File: config.mk
export PLATFORM = sky130hd
export DESIGN_NAME = uart_rx_wake
export DESIGN_NICKNAME = d
export VERILOG_FILES = /design/src/rtl/uart_rx_wake.sv
export SDC_FILE = /design/constraint.sdc
export NUM_CORES = 1
export LEC_CHECK = 0
export BUFFER_PORTS_ARGS = -buffer_cell sky130_fd_sc_hd__buf_2
export CAP_MARGIN = 20
export CORE_MARGIN = 10
export CORE_UTILIZATION = 42
export DETAILED_ROUTE_END_ITERATION = 8
export MAX_ROUTING_LAYER = met4
export PLACE_DENSITY = 0.84
export SYNTH_ARGS = -nofsm -noshare
export SYNTH_HDL_FRONTEND = slang
export SYNTH_SLANG_ARGS = --single-unit
File: constraint.sdc
create_clock -name clk -period 2 [get_ports clk]
set_clock_uncertainty 0.1 [all_clocks]
set_input_delay 0.3 -clock clk [delete_from_list [all_inputs] [get_ports clk]]
set_output_delay 0.3 -clock clk [all_outputs]
set_load 0.01 [all_outputs]
File: src/rtl/uart_rx_wake.sv
`timescale 1ns/1ps
module uart_rx_wake #(
  parameter int DW = 9,
  parameter int RUN8 = 10,
  parameter int RUN9 = 11
) (
  input  logic          clk,
  input  logic          rst_n,
  input  logic          nine_bit,
  input  logic          wake_addr,
  input  logic          en_wr,
  input  logic          en_wdata,
  input  logic          sleep_wr,
  input  logic          sleep_wdata,
  input  logic          stat_rd,
  input  logic          data_rd,
  input  logic          frame_done,
  input  logic [DW-1:0] frame_data,
  input  logic          frame_noise,
  input  logic          frame_ferr,
  input  logic          line_idle,
  input  logic          bit_tick,
  input  logic          bit_val,
  output logic          rx_en,
  output logic          sleep,
  output logic          rdy,
  output logic          idle_f,
  output logic          ovr,
  output logic          noise_f,
  output logic          ferr_f,
  output logic [DW-1:0] rx_data
);
  localparam int CW = $clog2(RUN9 + 1);

  logic [CW-1:0] ones_q, ones_d;
  logic          armed;

  wire [CW-1:0] run_len  = nine_bit ? CW'(RUN9) : CW'(RUN8);
  wire          idle_now = ones_q >= run_len;
  wire          addr_bit = nine_bit ? frame_data[DW-1] : frame_data[DW-2];
  wire          clr      = data_rd && armed;
  wire          awake    = rx_en && !sleep;
  wire          take     = frame_done && rx_en && (!sleep || (wake_addr && addr_bit));
  wire          room     = !rdy || clr;
  wire          store    = take && room;
  wire          lost     = take && !room;
  wire          wake_ev  = rx_en && (wake_addr ? (frame_done && addr_bit) : (ones_d >= run_len));
  wire          wr_ok    = sleep_wr && !(sleep_wdata && !wake_addr && idle_now);
  wire [DW-1:0] kept     = nine_bit ? frame_data : {1'b0, frame_data[DW-2:0]};

  always_comb begin
    ones_d = ones_q;
    if (!rx_en)
      ones_d = '0;
    else if (bit_tick)
      ones_d = !bit_val ? '0 : (idle_now ? ones_q : ones_q + 1'b1);
  end

  always_ff @(posedge clk or negedge rst_n) begin
    if (!rst_n) begin
      rx_en   <= 1'b0;
      sleep   <= 1'b0;
      armed   <= 1'b0;
      ones_q  <= '0;
      rdy     <= 1'b0;
      idle_f  <= 1'b0;
      ovr     <= 1'b0;
      noise_f <= 1'b0;
      ferr_f  <= 1'b0;
      rx_data <= '0;
    end else begin
      if (en_wr) rx_en <= en_wdata;
      if (wr_ok) sleep <= sleep_wdata;
      if (wake_ev) sleep <= 1'b0;
      if (data_rd) armed <= 1'b0;
      else if (stat_rd) armed <= 1'b1;
      ones_q  <= ones_d;
      rdy     <= (rdy && !clr) || store;
      ovr     <= (ovr && !clr) || lost;
      noise_f <= (noise_f && !clr) || (store && frame_noise);
      ferr_f  <= (ferr_f && !clr) || (store && frame_ferr);
      idle_f  <= (idle_f && !clr) || (line_idle && awake);
      if (store) rx_data <= kept;
    end
  end
endmodule

Word level (Yosys, flattened, before mapping). Cells that the tools add are included.

Reductions and logical operators: 35. Magnitude comparators: 2. $add $sub $neg: 1. Muxes and demuxes: 12.

Operators with widths (count): logical AND 1 bit (20); two-way mux 4 bit (4); two-way mux 9 bit (1); >= comparator 4 bit (2); logical OR 1 bit (7); two-way mux 1 bit (7); logical NOT 1 bit (6); adder 4 x 1 -> 4 bit, second input constant (1); nonzero test 2 bit (2).

Word-level logic and storage cells: 60. Bits in registers: 21.

Longest topological paths before layout. Gate-level depths: netlist of the first run.

Word-level depth: 10. Mapped depth: 11.

Worst setup path before layout of the first run. No wires, ideal clock.

Kind: register -> register. Start: reg ones_q[0]. End: reg sleep. Required time: 1812 ps. Setup slack: -216 ps. Arrival: 2028 ps. Period minus slack after synthesis: 2216 ps. Stages on the path, launching flop included: 12. Library setup time: 88 ps. Path buffers: 0. Cell sequence: dfrtp_1 > inv_1 > ha_1 > nand2b_1 > a21oi_1 > o21ai_1 > xnor2_1 > or2_1 > ha_1 > nor2b_1 > o21ai_1 > a41oi_1.

Longest elaborated chain between the ends: 9. Elaborated cells between the ends (all ways): 14.

RTL lines: start: declaration (RTL line 35) `logic [CW-1:0] ones_q, ones_d;`; start signal: assignment (RTL line 77) `ones_q <= ones_d;`; adder 4 x 1 -> 4 bit / >= comparator 4 bit (equally long branches) (RTL line 56, 39); two-way mux 4 bit (2 in a row) (RTL line 56) `ones_d = !bit_val ? '0 : (idle_now ? ones_q : ones_q + 1'b1);`; two-way mux 4 bit (RTL line 55) `else if (bit_tick)`; two-way mux 4 bit (RTL line 53) `if (!rx_en)`; >= comparator 4 bit (RTL line 47) `wire wake_ev = rx_en && (wake_addr ? (frame_done && addr_bit) : (ones_d >= run_len));`; two-way mux 1 bit (RTL line 47); logical AND 1 bit (RTL line 47); two-way mux 1 bit / nonzero test 2 bit (equally long branches); end signal: assignment (RTL line 73) `if (wr_ok) sleep <= sleep_wdata;`; end: declaration (RTL line 25) `output logic sleep,`.

Several ways; a longest one is shown, not always the timed one. A chain may end at the register's enable or synchronous reset.

Final worst setup path of the first run. Ends and elaborated chain as after synthesis.

==> impl_metrics.prom, run 1 <==
# TYPE chip_impl_metric gauge
chip_impl_metric{name="cts_num_sinks",unit=""} 21
chip_impl_metric{name="detailedPlacementHpwl",unit="um"} 1999
chip_impl_metric{name="multi_input_comb_area",unit="um^2"} 491.7
chip_impl_metric{name="sw_frac_of_total",unit=""} 0.3142
chip_impl_metric{name="finalNonFillerCells",unit=""} 163
chip_impl_metric{name="setup_viol_count_final",unit=""} 1
chip_impl_metric{name="clkSlewWorstSetupHoldPaths",unit="ns"} 0.11
chip_impl_metric{name="routed_wirelength",unit="um"} 2515
chip_impl_info{name="post_synth_top_cells",value="sky130_fd_sc_hd__dfrtp_1, sky130_fd_sc_hd__mux2_4, sky130_fd_sc_hd__inv_1"} 1
chip_impl_metric{name="synth.yosys.warnings",unit=""} 0
chip_impl_metric{name="avgViaCountPerCell",unit=""} 5.049
chip_impl_info{name="cts_tree",value="built"} 1
chip_impl_metric{name="max_slew_margin",unit=""} 0.6989
chip_impl_info{name="critPathLaunchType",value="flip-flop"} 1
chip_impl_metric{name="syn-cell-area",unit="mm^2"} 0.001008
chip_impl_metric{name="detail_route.drc_violations",unit=""} 0
chip_impl_metric{name="ir_worst_vdd",unit="uV"} 521.4
chip_impl_metric{name="worst_pin_slew",unit="ns"} 0.4517
chip_impl_metric{name="post_dp_cell_area",unit="mm^2"} 0.001300
chip_impl_metric{name="worst_ep_required_time",unit="ns"} 2.13
chip_impl_metric{name="synthesis.nets",unit=""} 111
chip_impl_metric{name="n_antenna_cell",unit=""} 0
chip_impl_info{name="violations",value="negative setup slack"} 1
chip_impl_metric{name="grt_pass1_vias",unit=""} 920
chip_impl_metric{name="io_pins",unit=""} 41
chip_impl_metric{name="synth_cell_type_count",unit=""} 30
chip_impl_metric{name="layout.nets",unit=""} 164
chip_impl_metric{name="placedCellCount",unit=""} 157
chip_impl_info{name="cts_root_buffer",value="sky130_fd_sc_hd__clkbuf_4"} 1
chip_impl_metric{name="fin_area",unit="mm^2"} 0.001369
chip_impl_metric{name="maxClockFrequency",unit="MHz"} 454.1
chip_impl_info{name="worstSetupEndpointType",value="flip-flop"} 1
chip_impl_metric{name="final_hold_viol_count",unit=""} 0
chip_impl_metric{name="post_route_cells_drive_above_1_share",unit=""} 0.5185
chip_impl_info{name="rsz0062_at_grt",value="true"} 1
chip_impl_metric{name="cts_max_path_buffers",unit=""} 2
chip_impl_metric{name="final_period_minus_worst_setup_slack",unit="ns"} 2.202
chip_impl_metric{name="gp_congestion",unit=""} 0.7968
chip_impl_metric{name="cts_htree_levels",unit=""} 1
chip_impl_metric{name="comb_power_share",unit=""} 0.359
chip_impl_metric{name="crit_path_max_fanout",unit=""} 2
chip_impl_metric{name="number_of_vias_after_detailed_routing",unit=""} 823
chip_impl_metric{name="antenna_violations_before_repair",unit=""} 0
chip_impl_metric{name="timing.final.max_slew_violations",unit=""} 0
chip_impl_info{name="timing.hold.worst.class",value="input port to flip-flop"} 1
chip_impl_info{name="yosysMostFrequentCell",value="sky130_fd_sc_hd__dfrtp_1"} 1
chip_impl_metric{name="layout_worst_path_cycle_share",unit=""} 1.101
chip_impl_metric{name="internal_power",unit="mW"} 0.8361
chip_impl_info{name="criticalPathCategory",value="flip-flop to flip-flop"} 1
chip_impl_metric{name="cap_violations",unit=""} 0
chip_impl_info{name="netlist_top_cells_area",value="sky130_fd_sc_hd__dfrtp_1, sky130_fd_sc_hd__mux2_4, sky130_fd_sc_hd__ha_1"} 1
chip_impl_info{name="yosys_most_used_dff",value="sky130_fd_sc_hd__dfrtp_1"} 1
chip_impl_metric{name="die-width",unit="um"} 69
chip_impl_metric{name="synth.yosys.seq_area_share",unit=""} 0.5211
chip_impl_metric{name="total_gr_overflow",unit=""} 0
chip_impl_metric{name="synth_area_per_cell",unit="um^2"} 12.15
chip_impl_metric{name="worstSkewPairLatency",unit="ns"} 0.30
chip_impl_metric{name="layout.filler_cells",unit=""} 185
chip_impl_metric{name="drt-pass1-iter-count",unit=""} 4
chip_impl_metric{name="async_flop_share",unit=""} 1.000
chip_impl_metric{name="post_synth_inst_count",unit=""} 83
chip_impl_metric{name="total_leakage_power",unit="nW"} 0.7092
chip_impl_metric{name="synth-edff-count",unit=""} 0
chip_impl_metric{name="dieArea",unit="mm^2"} 0.004761
chip_impl_metric{name="synth_top_area_share",unit=""} 0.5211
chip_impl_metric{name="finish.utilization",unit=""} 0.6071
chip_impl_metric{name="floorplan.initialDensity",unit=""} 0.4473
chip_impl_metric{name="io_buffers",unit=""} 40
chip_impl_metric{name="clockPowerShare",unit=""} 0.164
chip_impl_metric{name="grt_first_pass_wirelength",unit="um"} 4271
chip_impl_metric{name="final.setup.worst_slack",unit="ns"} -0.2021
chip_impl_metric{name="seqCellArea",unit="um^2"} 525.5
chip_impl_metric{name="power.sequential.fraction",unit=""} 0.477
chip_impl_metric{name="fp.coreArea",unit="mm^2"} 0.002255
chip_impl_metric{name="power.switching",unit="mW"} 0.3830
chip_impl_metric{name="routed_wire_length_per_instance",unit="um"} 15.43
chip_impl_metric{name="first_drt_iteration_drcs",unit=""} 10
chip_impl_metric{name="detail-route-antenna-nets",unit=""} 0
chip_impl_info{name="synth_top_area_cell",value="sky130_fd_sc_hd__dfrtp_1"} 1
chip_impl_metric{name="synth_seq_cells",unit=""} 21
chip_impl_metric{name="grt_start_max_net_pins",unit=""} 22
chip_impl_metric{name="syn2layout_area_growth",unit="%"} 35.73
chip_impl_metric{name="setup_tns",unit="ns"} -0.2021
chip_impl_metric{name="cts_made_buffers",unit=""} 3
chip_impl_metric{name="power.density",unit="mW/mm^2"} 890.6
chip_impl_metric{name="fp-row-count",unit=""} 17
chip_impl_info{name="outcome",value="finished, violations left"} 1
chip_impl_metric{name="die_height",unit="um"} 69
chip_impl_metric{name="arrival",unit="ns"} 2.33
chip_impl_metric{name="grtUsageTotal",unit=""} 0.1076
## worst max-delay path, cell delays in order, from the launching register on
cell and delay (ns):
sky130_fd_sc_hd__dfrtp_1 0.41, sky130_fd_sc_hd__inv_2 0.08, sky130_fd_sc_hd__ha_4 0.19, sky130_fd_sc_hd__nand2b_4 0.15, sky130_fd_sc_hd__a21oi_4 0.13, sky130_fd_sc_hd__o21ai_2 0.07, sky130_fd_sc_hd__xnor2_1 0.13, sky130_fd_sc_hd__or2_1 0.22
sky130_fd_sc_hd__ha_1 0.28, sky130_fd_sc_hd__nor2b_1 0.12, sky130_fd_sc_hd__o21ai_1 0.07, sky130_fd_sc_hd__a41oi_1 0.18
## layout make-up
cell class	instances	area share
Clock inverter	1	0.003656
Inverter	7	0.01920
Tap cell	28	0.02559
Sequential cell	21	0.3839
Multi-Input combinational cell	55	0.3592
Clock buffer	3	0.01645
Timing Repair Buffer	48	0.1920
## layout by cell type (no fill, tap or decap), drive strengths merged
cell type / n
buf: 47
dfrtp: 21
mux2: 9
nand2: 8
inv: 7
nor2: 5
o21ai: 5
a21oi: 4
a32o: 3
clkbuf: 3
ha: 3
mux2i: 2
nand2b: 2
xnor2: 1
or2: 1
a31oi: 1
o22ai: 1
o211ai: 1
nand3: 1
and3: 1
nand4: 1
and2b: 1
nor2b: 1
o31ai: 1
nor3: 1
a221o: 1
a41oi: 1
clkinv: 1
dlygate4sd3: 1
## power by group through the flow
| stage | combinational (mW) | sequential (mW) | clock [mW] |
|---|---|---|---|
| finish | 0.438 | 0.581 | 0.200 |
| global route | 0.479 | 0.597 | 0.226 |
| CTS | 0.442 | 0.581 | 0.207 |
| detailed placement | 0.432 | 0.590 | 0 |
| global placement | 0.424 | 0.581 | 0 |
| floorplan | 0.190 | 0.639 | 0 |
## final timing paths
kind                            cells after the start  slack (ns)         to       from
worst min-delay path                                2        0.06      armed    data_rd
min in group asynchronous                           2        0.37  ones_q[0]      rst_n
max in group asynchronous                           2        1.11     ferr_f      rst_n
worst min register to register                      1        0.37        ovr      armed
worst max-delay path                               11       -0.20      sleep  ones_q[0]
worst max register to register                     11       -0.20      sleep  ones_q[0]
## per-stage QoR
| step | power [mW] | hold WS, ns | setup slack, ns |
|---|---|---|---|
| finish | 1.219 | 0.05898 | -0.2021 |
| global route | 1.302 | 0.06136 | -0.3055 |
| CTS | 1.229 | 0.04844 | -0.1781 |
| detailed placement | 1.022 | 0.1694 | -0.2275 |
| global placement | 1.005 | 0.1679 | -0.1694 |
| floorplan | 0.8292 | -0.09559 | -0.1049 |
## flip-flops by register name, summed over array words and instances (netlist names)
| register | flops |
|---|---|
| armed | 1 |
| ferr_f | 1 |
| idle_f | 1 |
| noise_f | 1 |
| ones_q | 4 |
| ovr | 1 |
| rdy | 1 |
| rx_data | 9 |
| rx_en | 1 |
| sleep | 1 |
## logic make-up (layout without fill, tap and decap cells)
logic type,count (synthesis),in the layout,synth area share
AO/OA/AOI/OAI,18,18,0.1204
adder cells (fa/ha/maj),3,3,0.03722
multiplexers,11,11,0.1501
AND/OR/NAND/NOR,22,22,0.1365
buffers and inverters,7,59,0.02605
XOR/XNOR,1,1,0.008686
flip-flops,21,21,0.5211
## metal layers
| layer | vias up | global-route usage | part of all wire | wire (um) |
|---|---|---|---|---|
| met1 | 369 | 0.1097 | 0.41 | 1027 |
| met2 | 46 | 0.1744 | 0.46 | 1164 |
| met4 | 0 | 0.04656 | 0.034 | 85 |
| li1 | 397 | - | - | - |
| met3 | 11 | 0.04850 | 0.095 | 239 |
| met5 | - | - | 0 | 0 |
## repair_timing
action | 4_1_cts | 5_1_grt
setup buffers | 0 | 1
endpoints found under the hold margin | 21 | 0
endpoints found under the setup margin | 1 | 1
hold buffers | 1 | 0
pin swaps | 2 | 2
gates resized for setup | 1 | 2
(Power assumes the default switching activity.)
==> run 2: changes to the inputs <==
RECOVER_POWER = 50   (was unset)
TNS_END_PERCENT = 5   (was unset)
==> impl_metrics.prom, run 2 (synthesized netlist as in run 1, its figures left out) <==
# TYPE chip_impl_metric gauge
chip_impl_metric{name="cts_max_path_buffers",unit=""} 2
chip_impl_metric{name="final_period_minus_worst_setup_slack",unit="ns"} 2.201
chip_impl_metric{name="total_leakage_power",unit="nW"} 0.7028
chip_impl_metric{name="syn2layout_area_growth",unit="%"} 35.24
chip_impl_metric{name="max_slew_margin",unit=""} 0.2834
chip_impl_info{name="timing.hold.worst.class",value="input port to flip-flop"} 1
chip_impl_info{name="worstSetupEndpointType",value="flip-flop"} 1
chip_impl_metric{name="clkSlewWorstSetupHoldPaths",unit="ns"} 0.11
chip_impl_info{name="regMostFlops",value="rx_data"} 1
chip_impl_metric{name="grtUsageTotal",unit=""} 0.1076
chip_impl_metric{name="number_of_flip_flops_in_the_largest_register",unit=""} 9
chip_impl_metric{name="antenna_violations_before_repair",unit=""} 0
chip_impl_metric{name="number_of_vias_after_detailed_routing",unit=""} 828
chip_impl_info{name="cpLargestDelayFamily",value="simple AND/OR/NAND/NOR gates"} 1
chip_impl_metric{name="crit_path_max_fanout",unit=""} 2
chip_impl_metric{name="drt-pass1-iter-count",unit=""} 4
chip_impl_metric{name="timing.final.max_slew_violations",unit=""} 0
chip_impl_metric{name="gp_congestion",unit=""} 0.7968
chip_impl_metric{name="arrival",unit="ns"} 2.33
chip_impl_metric{name="m1WireLength",unit="um"} 1020
chip_impl_info{name="end_of_the_critical_path",value="sleep"} 1
chip_impl_metric{name="dieArea",unit="mm^2"} 0.004761
chip_impl_metric{name="reg2reg_slack",unit="ns"} -0.20
chip_impl_metric{name="avgViaCountPerCell",unit=""} 5.080
chip_impl_metric{name="io_pins",unit=""} 41
chip_impl_metric{name="max_stage_delay",unit="ns"} 0.41
chip_impl_info{name="final_common_cell",value="sky130_fd_sc_hd__buf_2"} 1
chip_impl_metric{name="r2r_worst_path_depth",unit=""} 11
chip_impl_metric{name="layout_worst_path_cycle_share",unit=""} 1.101
chip_impl_info{name="crit_chain",value="inv_2 -> ha_4 -> nand2b_4 -> a21oi_4 -> o21ai_2 -> xnor2_1 -> or2_1 -> ha_1 -> nor2b_1 -> o21ai_1 -> a41oi_1"} 1
chip_impl_metric{name="post_route_cells_drive_above_1_share",unit=""} 0.5037
chip_impl_metric{name="seqCellArea",unit="um^2"} 525.5
chip_impl_metric{name="die-width",unit="um"} 69
chip_impl_info{name="critical-path-slowest-cell",value="sky130_fd_sc_hd__dfrtp_1"} 1
chip_impl_metric{name="detailedPlacementHpwl",unit="um"} 1999
chip_impl_metric{name="n_antenna_cell",unit=""} 0
chip_impl_metric{name="first_drt_iteration_drcs",unit=""} 10
chip_impl_metric{name="final_hold_viol_count",unit=""} 0
chip_impl_metric{name="total_gr_overflow",unit=""} 0
chip_impl_metric{name="cap_violations",unit=""} 0
chip_impl_metric{name="fin_worst_hold_slack",unit="ns"} 0.06347
chip_impl_metric{name="power.density",unit="mW/mm^2"} 890.9
chip_impl_metric{name="layout.nets",unit=""} 164
chip_impl_metric{name="cts_num_sinks",unit=""} 21
chip_impl_metric{name="ir_worst_vdd",unit="uV"} 514.0
chip_impl_metric{name="layout.filler_cells",unit=""} 187
chip_impl_metric{name="routed_wirelength",unit="um"} 2508
chip_impl_metric{name="final.setup.worst_slack",unit="ns"} -0.2015
chip_impl_metric{name="worst_ep_required_time",unit="ns"} 2.13
chip_impl_metric{name="wl_met3",unit="um"} 239
chip_impl_info{name="crit_start",value="ones_q[0]"} 1
chip_impl_metric{name="finish.utilization",unit=""} 0.6049
chip_impl_metric{name="cts_htree_levels",unit=""} 1
chip_impl_metric{name="detail-route-antenna-nets",unit=""} 0
chip_impl_metric{name="cp.buffers_inverters",unit=""} 1
chip_impl_metric{name="io_buffers",unit=""} 40
chip_impl_metric{name="grt_pass1_vias",unit=""} 920
chip_impl_info{name="critPathLaunchType",value="flip-flop"} 1
chip_impl_info{name="outcome",value="finished, violations left"} 1
chip_impl_metric{name="dr_wl_met2",unit="um"} 1164
chip_impl_info{name="r2r-start",value="ones_q[0]"} 1
chip_impl_metric{name="routed_wire_length_per_instance",unit="um"} 15.39
chip_impl_info{name="criticalPathCategory",value="flip-flop to flip-flop"} 1
chip_impl_metric{name="floorplan.initialDensity",unit=""} 0.4473
chip_impl_info{name="reg2reg_to",value="sleep"} 1
chip_impl_metric{name="grt_first_pass_wirelength",unit="um"} 4271
chip_impl_metric{name="maxClockFrequency",unit="MHz"} 454.2
chip_impl_metric{name="worstSkewPairLatency",unit="ns"} 0.30
chip_impl_metric{name="fp-row-count",unit=""} 17
chip_impl_info{name="cts_tree",value="built"} 1
chip_impl_metric{name="grt_start_max_net_pins",unit=""} 22
chip_impl_metric{name="multi_input_comb_area",unit="um^2"} 491.7
chip_impl_info{name="highest_layer",value="met4"} 1
chip_impl_metric{name="crit_cells",unit=""} 11
chip_impl_info{name="cts_root_buffer",value="sky130_fd_sc_hd__clkbuf_4"} 1
chip_impl_metric{name="detail_route.drc_violations",unit=""} 0
chip_impl_info{name="violations",value="negative setup slack"} 1
chip_impl_metric{name="whs_path_depth",unit=""} 2
chip_impl_metric{name="setup_viol_count_final",unit=""} 1
chip_impl_metric{name="fp.coreArea",unit="mm^2"} 0.002255
chip_impl_info{name="final_cell_mix",value="sky130_fd_sc_hd__buf_2, sky130_fd_sc_hd__dfrtp_1, sky130_fd_sc_hd__mux2_4"} 1
chip_impl_info{name="rsz0062_at_grt",value="true"} 1
chip_impl_metric{name="worst_pin_slew",unit="ns"} 1.075
chip_impl_metric{name="die_height",unit="um"} 69
chip_impl_metric{name="cts_made_buffers",unit=""} 3
chip_impl_info{name="largest_registers",value="rx_data x9, ones_q x4"} 1
## run 2: cell count changes in the layout (fill, tap and decap cells not counted)
| cell | previous run | this run |
|---|---|---|
| sky130_fd_sc_hd__buf_4 | 7 | 6 |
| sky130_fd_sc_hd__clkbuf_1 | 0 | 2 |
| sky130_fd_sc_hd__buf_2 | 40 | 39 |
## run 2: what timing repair did
item                       in CTS  in global routing
pin swaps                       2                  2
setup endpoints to repair       1                  1
setup buffers                   0                  1
hold buffers                    1                  0
gates resized for setup         1                  2
hold endpoints to repair       21                  0
## run 2: routing by layer
metal | track usage | up-vias
met5 | - | -
met4 | 0.04656 | 0
met3 | 0.04850 | 11
met2 | 0.1744 | 46
met1 | 0.1097 | 374
li1 | - | 397
## run 2: worst min path at each step
stage,from,end,slack [ns]
floorplan,rst_n,armed,-0.1
global placement,rst_n,rx_data[6],0.17
detailed placement,rst_n,rx_data[6],0.17
CTS,data_rd,armed,0.05
global route,data_rd,armed,0.06
finish,data_rd,armed,0.06
## run 2: final cells by class
| type | count | share of cell area |
|---|---|---|
| sequential | 21 | 0.3853 |
| tap | 28 | 0.02569 |
| clock buffer | 3 | 0.01651 |
| inverter | 7 | 0.01927 |
| multi-input combinational | 55 | 0.3606 |
| timing repair buffer | 48 | 0.1890 |
| clock inverter | 1 | 0.003670 |
## run 2: per-stage QoR
stage,setup TNS [ns],std cells,total power [mW],area [um^2],setup slack [ns]
2_1_floorplan,-0.1049,83,0.8292,1020,-0.1049
3_3_place_gp,-0.1694,157,1.005,1300,-0.1694
3_5_place_dp,-0.2275,157,1.022,1300,-0.2275
4_1_cts,-0.1781,162,1.229,1350,-0.1781
5_1_grt,-0.3055,163,1.300,1364,-0.3055
6_report,-0.2015,163,1.215,1364,-0.2015
## run 2: power breakdown
group / switching (mW) / internal (mW) / total, mW
logic: 0.201 / 0.235 / 0.436
registers: 0.0568 / 0.524 / 0.581
clock network: 0.123 / 0.0746 / 0.198
total: 0.381 / 0.834 / 1.22
==> run 3: changes to the inputs <==
CORE_ASPECT_RATIO = 0.6   (was unset)
GPL_ROUTABILITY_DRIVEN = 0   (was unset)
SETUP_SLACK_MARGIN = 0.02   (was unset)
==> impl_metrics.prom, run 3 (synthesized netlist as in run 1, its figures left out) <==
# TYPE chip_impl_metric gauge
chip_impl_metric{name="layout.nets",unit=""} 166
chip_impl_metric{name="grt_first_pass_wirelength",unit="um"} 4892
chip_impl_metric{name="fp-row-count",unit=""} 13
chip_impl_metric{name="cap_violations",unit=""} 0
chip_impl_info{name="cts_tree",value="built"} 1
chip_impl_metric{name="seqCellArea",unit="um^2"} 525.5
chip_impl_metric{name="crit_path_max_fanout",unit=""} 2
chip_impl_metric{name="detail_route.drc_violations",unit=""} 0
chip_impl_metric{name="worstSkewPairLatency",unit="ns"} 0.26
chip_impl_metric{name="syn2layout_area_growth",unit="%"} 39.70
chip_impl_info{name="cts_root_buffer",value="sky130_fd_sc_hd__clkbuf_8"} 1
chip_impl_metric{name="worst_ep_required_time",unit="ns"} 2.02
chip_impl_metric{name="ir_worst_vdd",unit="uV"} 482.6
chip_impl_metric{name="floorplan.initialDensity",unit=""} 0.4526
chip_impl_metric{name="finalPower",unit="mW"} 1.314
chip_impl_metric{name="layout_worst_path_cycle_share",unit=""} 1.123
chip_impl_info{name="cpLargestDelayFamily",value="compound AO/OA/AOI/OAI gates"} 1
chip_impl_metric{name="io_buffers",unit=""} 40
chip_impl_info{name="outcome",value="finished, violations left"} 1
chip_impl_metric{name="cts_htree_levels",unit=""} 1
chip_impl_metric{name="routed_wirelength",unit="um"} 3084
chip_impl_metric{name="max_stage_delay",unit="ns"} 0.40
chip_impl_metric{name="grt_pass1_vias",unit=""} 959
chip_impl_metric{name="grtUsageTotal",unit=""} 0.1291
chip_impl_metric{name="total_gr_overflow",unit=""} 0
chip_impl_metric{name="multi_input_comb_area",unit="um^2"} 506.7
chip_impl_info{name="worstSetupEndpointType",value="flip-flop"} 1
chip_impl_metric{name="cp.buffers_inverters",unit=""} 1
chip_impl_metric{name="final.setup.worst_slack",unit="ns"} -0.2461
chip_impl_info{name="regMostFlops",value="rx_data"} 1
chip_impl_metric{name="power.sequential.fraction",unit=""} 0.447
chip_impl_metric{name="fp.coreArea",unit="mm^2"} 0.002228
chip_impl_info{name="crit_chain",value="inv_2 -> ha_4 -> nand2b_4 -> a21oi_4 -> o21ai_2 -> xnor2_2 -> or2_1 -> ha_1 -> nor2b_1 -> o21ai_1 -> a41oi_2"} 1
chip_impl_metric{name="final_hold_viol_count",unit=""} 0
chip_impl_metric{name="maxClockFrequency",unit="MHz"} 445.2
chip_impl_metric{name="timing.final.max_slew_violations",unit=""} 0
chip_impl_metric{name="fin_worst_hold_slack",unit="ns"} 0.1112
chip_impl_metric{name="setup_viol_count_final",unit=""} 1
chip_impl_metric{name="pre_cts_slack",unit="ns"} -0.2666
chip_impl_metric{name="total_leakage_power",unit="nW"} 0.7090
chip_impl_info{name="final_cell_mix",value="sky130_fd_sc_hd__buf_2, sky130_fd_sc_hd__dfrtp_1, sky130_fd_sc_hd__mux2_4, sky130_fd_sc_hd__buf_4, sky130_fd_sc_hd__clkbuf_1"} 1
chip_impl_metric{name="dieArea",unit="mm^2"} 0.004825
chip_impl_metric{name="comb_power_share",unit=""} 0.340
chip_impl_metric{name="internal_power",unit="mW"} 0.9049
chip_impl_metric{name="grt_start_max_net_pins",unit=""} 22
chip_impl_metric{name="setup_tns",unit="ns"} -0.2461
chip_impl_metric{name="cts_max_path_buffers",unit=""} 2
chip_impl_metric{name="detailedPlacementHpwl",unit="um"} 2276
chip_impl_info{name="critPathLaunchType",value="flip-flop"} 1
chip_impl_metric{name="cts_num_sinks",unit=""} 21
chip_impl_metric{name="number_of_flip_flops_in_the_largest_register",unit=""} 9
chip_impl_metric{name="layout.filler_cells",unit=""} 162
chip_impl_metric{name="detail-route-antenna-nets",unit=""} 0
chip_impl_metric{name="die-width",unit="um"} 83.26
chip_impl_metric{name="arrival",unit="ns"} 2.27
chip_impl_metric{name="power.density",unit="mW/mm^2"} 932.7
chip_impl_metric{name="cts_made_buffers",unit=""} 3
chip_impl_info{name="largest_registers",value="rx_data x9, ones_q x4"} 1
chip_impl_metric{name="clkSlewWorstSetupHoldPaths",unit="ns"} 0.07
chip_impl_metric{name="sw_frac_of_total",unit=""} 0.3113
chip_impl_metric{name="post_route_cells_drive_above_1_share",unit=""} 0.4891
chip_impl_info{name="final_common_cell",value="sky130_fd_sc_hd__buf_2"} 1
chip_impl_info{name="critical-path-slowest-cell",value="sky130_fd_sc_hd__dfrtp_1"} 1
chip_impl_metric{name="routed_wire_length_per_instance",unit="um"} 18.47
chip_impl_info{name="rsz0062_at_grt",value="true"} 1
chip_impl_metric{name="drt-pass1-iter-count",unit=""} 4
chip_impl_metric{name="n_antenna_cell",unit=""} 0
chip_impl_info{name="timing.hold.worst.class",value="input port to flip-flop"} 1
chip_impl_metric{name="clockPowerShare",unit=""} 0.213
chip_impl_metric{name="io_pins",unit=""} 41
chip_impl_metric{name="antenna_violations_before_repair",unit=""} 0
chip_impl_metric{name="first_drt_iteration_drcs",unit=""} 63
chip_impl_metric{name="number_of_vias_after_detailed_routing",unit=""} 909
chip_impl_metric{name="final_period_minus_worst_setup_slack",unit="ns"} 2.246
chip_impl_info{name="criticalPathCategory",value="flip-flop to flip-flop"} 1
chip_impl_metric{name="max_slew_margin",unit=""} 0.2236
chip_impl_metric{name="die_height",unit="um"} 57.96
chip_impl_metric{name="avgViaCountPerCell",unit=""} 5.443
chip_impl_info{name="violations",value="negative setup slack"} 1
chip_impl_metric{name="power.switching",unit="mW"} 0.4090
chip_impl_metric{name="worst_pin_slew",unit="ns"} 1.165
-- run 3: cell count changes in the layout (fill, tap and decap cells not counted), sizes merged --
cell,before,now
buf,45,43
clkbuf,5,10
clkinv,1,0
-- run 3: power by group through the flow --
| stage | combinational, mW | sequential (mW) | clock [mW] |
|---|---|---|---|
| after floorplan | 0.190 | 0.639 | 0 |
| after global placement | 0.417 | 0.586 | 0 |
| after detailed placement | 0.434 | 0.591 | 0 |
| after CTS | 0.451 | 0.586 | 0.286 |
| after global routing | 0.484 | 0.603 | 0.303 |
| final | 0.447 | 0.587 | 0.280 |
-- run 3: final timing paths --
kind	startpoint	endpoint	slack [ns]	cells past startpoint
max in group asynchronous	rst_n	rx_en	0.40	2
max reg2reg	ones_q[0]	sleep	-0.25	11
min	data_rd	armed	0.11	2
max	ones_q[0]	sleep	-0.25	11
min reg2reg	armed	ovr	0.37	1
min in group asynchronous	rst_n	rx_data[3]	0.71	2
-- run 3: layer usage --
metal	track usage	wire [um]	up-vias
met4	0.06522	117	0
met5	-	0	-
li1	-	-	407
met2	0.2138	1555	53
met1	0.1450	1245	435
met3	0.03068	167	14
-- run 3: final cells by class --
| class | count | area share |
|---|---|---|
| Sequential cell | 21 | 0.3730 |
| Timing Repair Buffer | 50 | 0.1901 |
| Multi-Input combinational cell | 55 | 0.3597 |
| Tap cell | 30 | 0.02664 |
| Inverter | 7 | 0.01865 |
| Clock buffer | 4 | 0.03197 |
-- run 3: what timing repair did --
action / 4_1_cts / 5_1_grt
endpoints found under the hold margin: 21 / 0
pin swaps: 5 / 5
hold buffers: 1 / 0
setup buffers: 2 / 2
gates resized for setup: 4 / 1
setup endpoints to repair: 1 / 1
-- run 3: metrics by stage --
step	instance area [um^2]	util	std cells
2_1_floorplan	1020	-	83
3_3_place_gp	1295	0.5811	158
3_5_place_dp	1295	0.5811	158
4_1_cts	1396	0.6266	165
5_1_grt	1409	0.6322	167
6_report	1409	0.6322	167
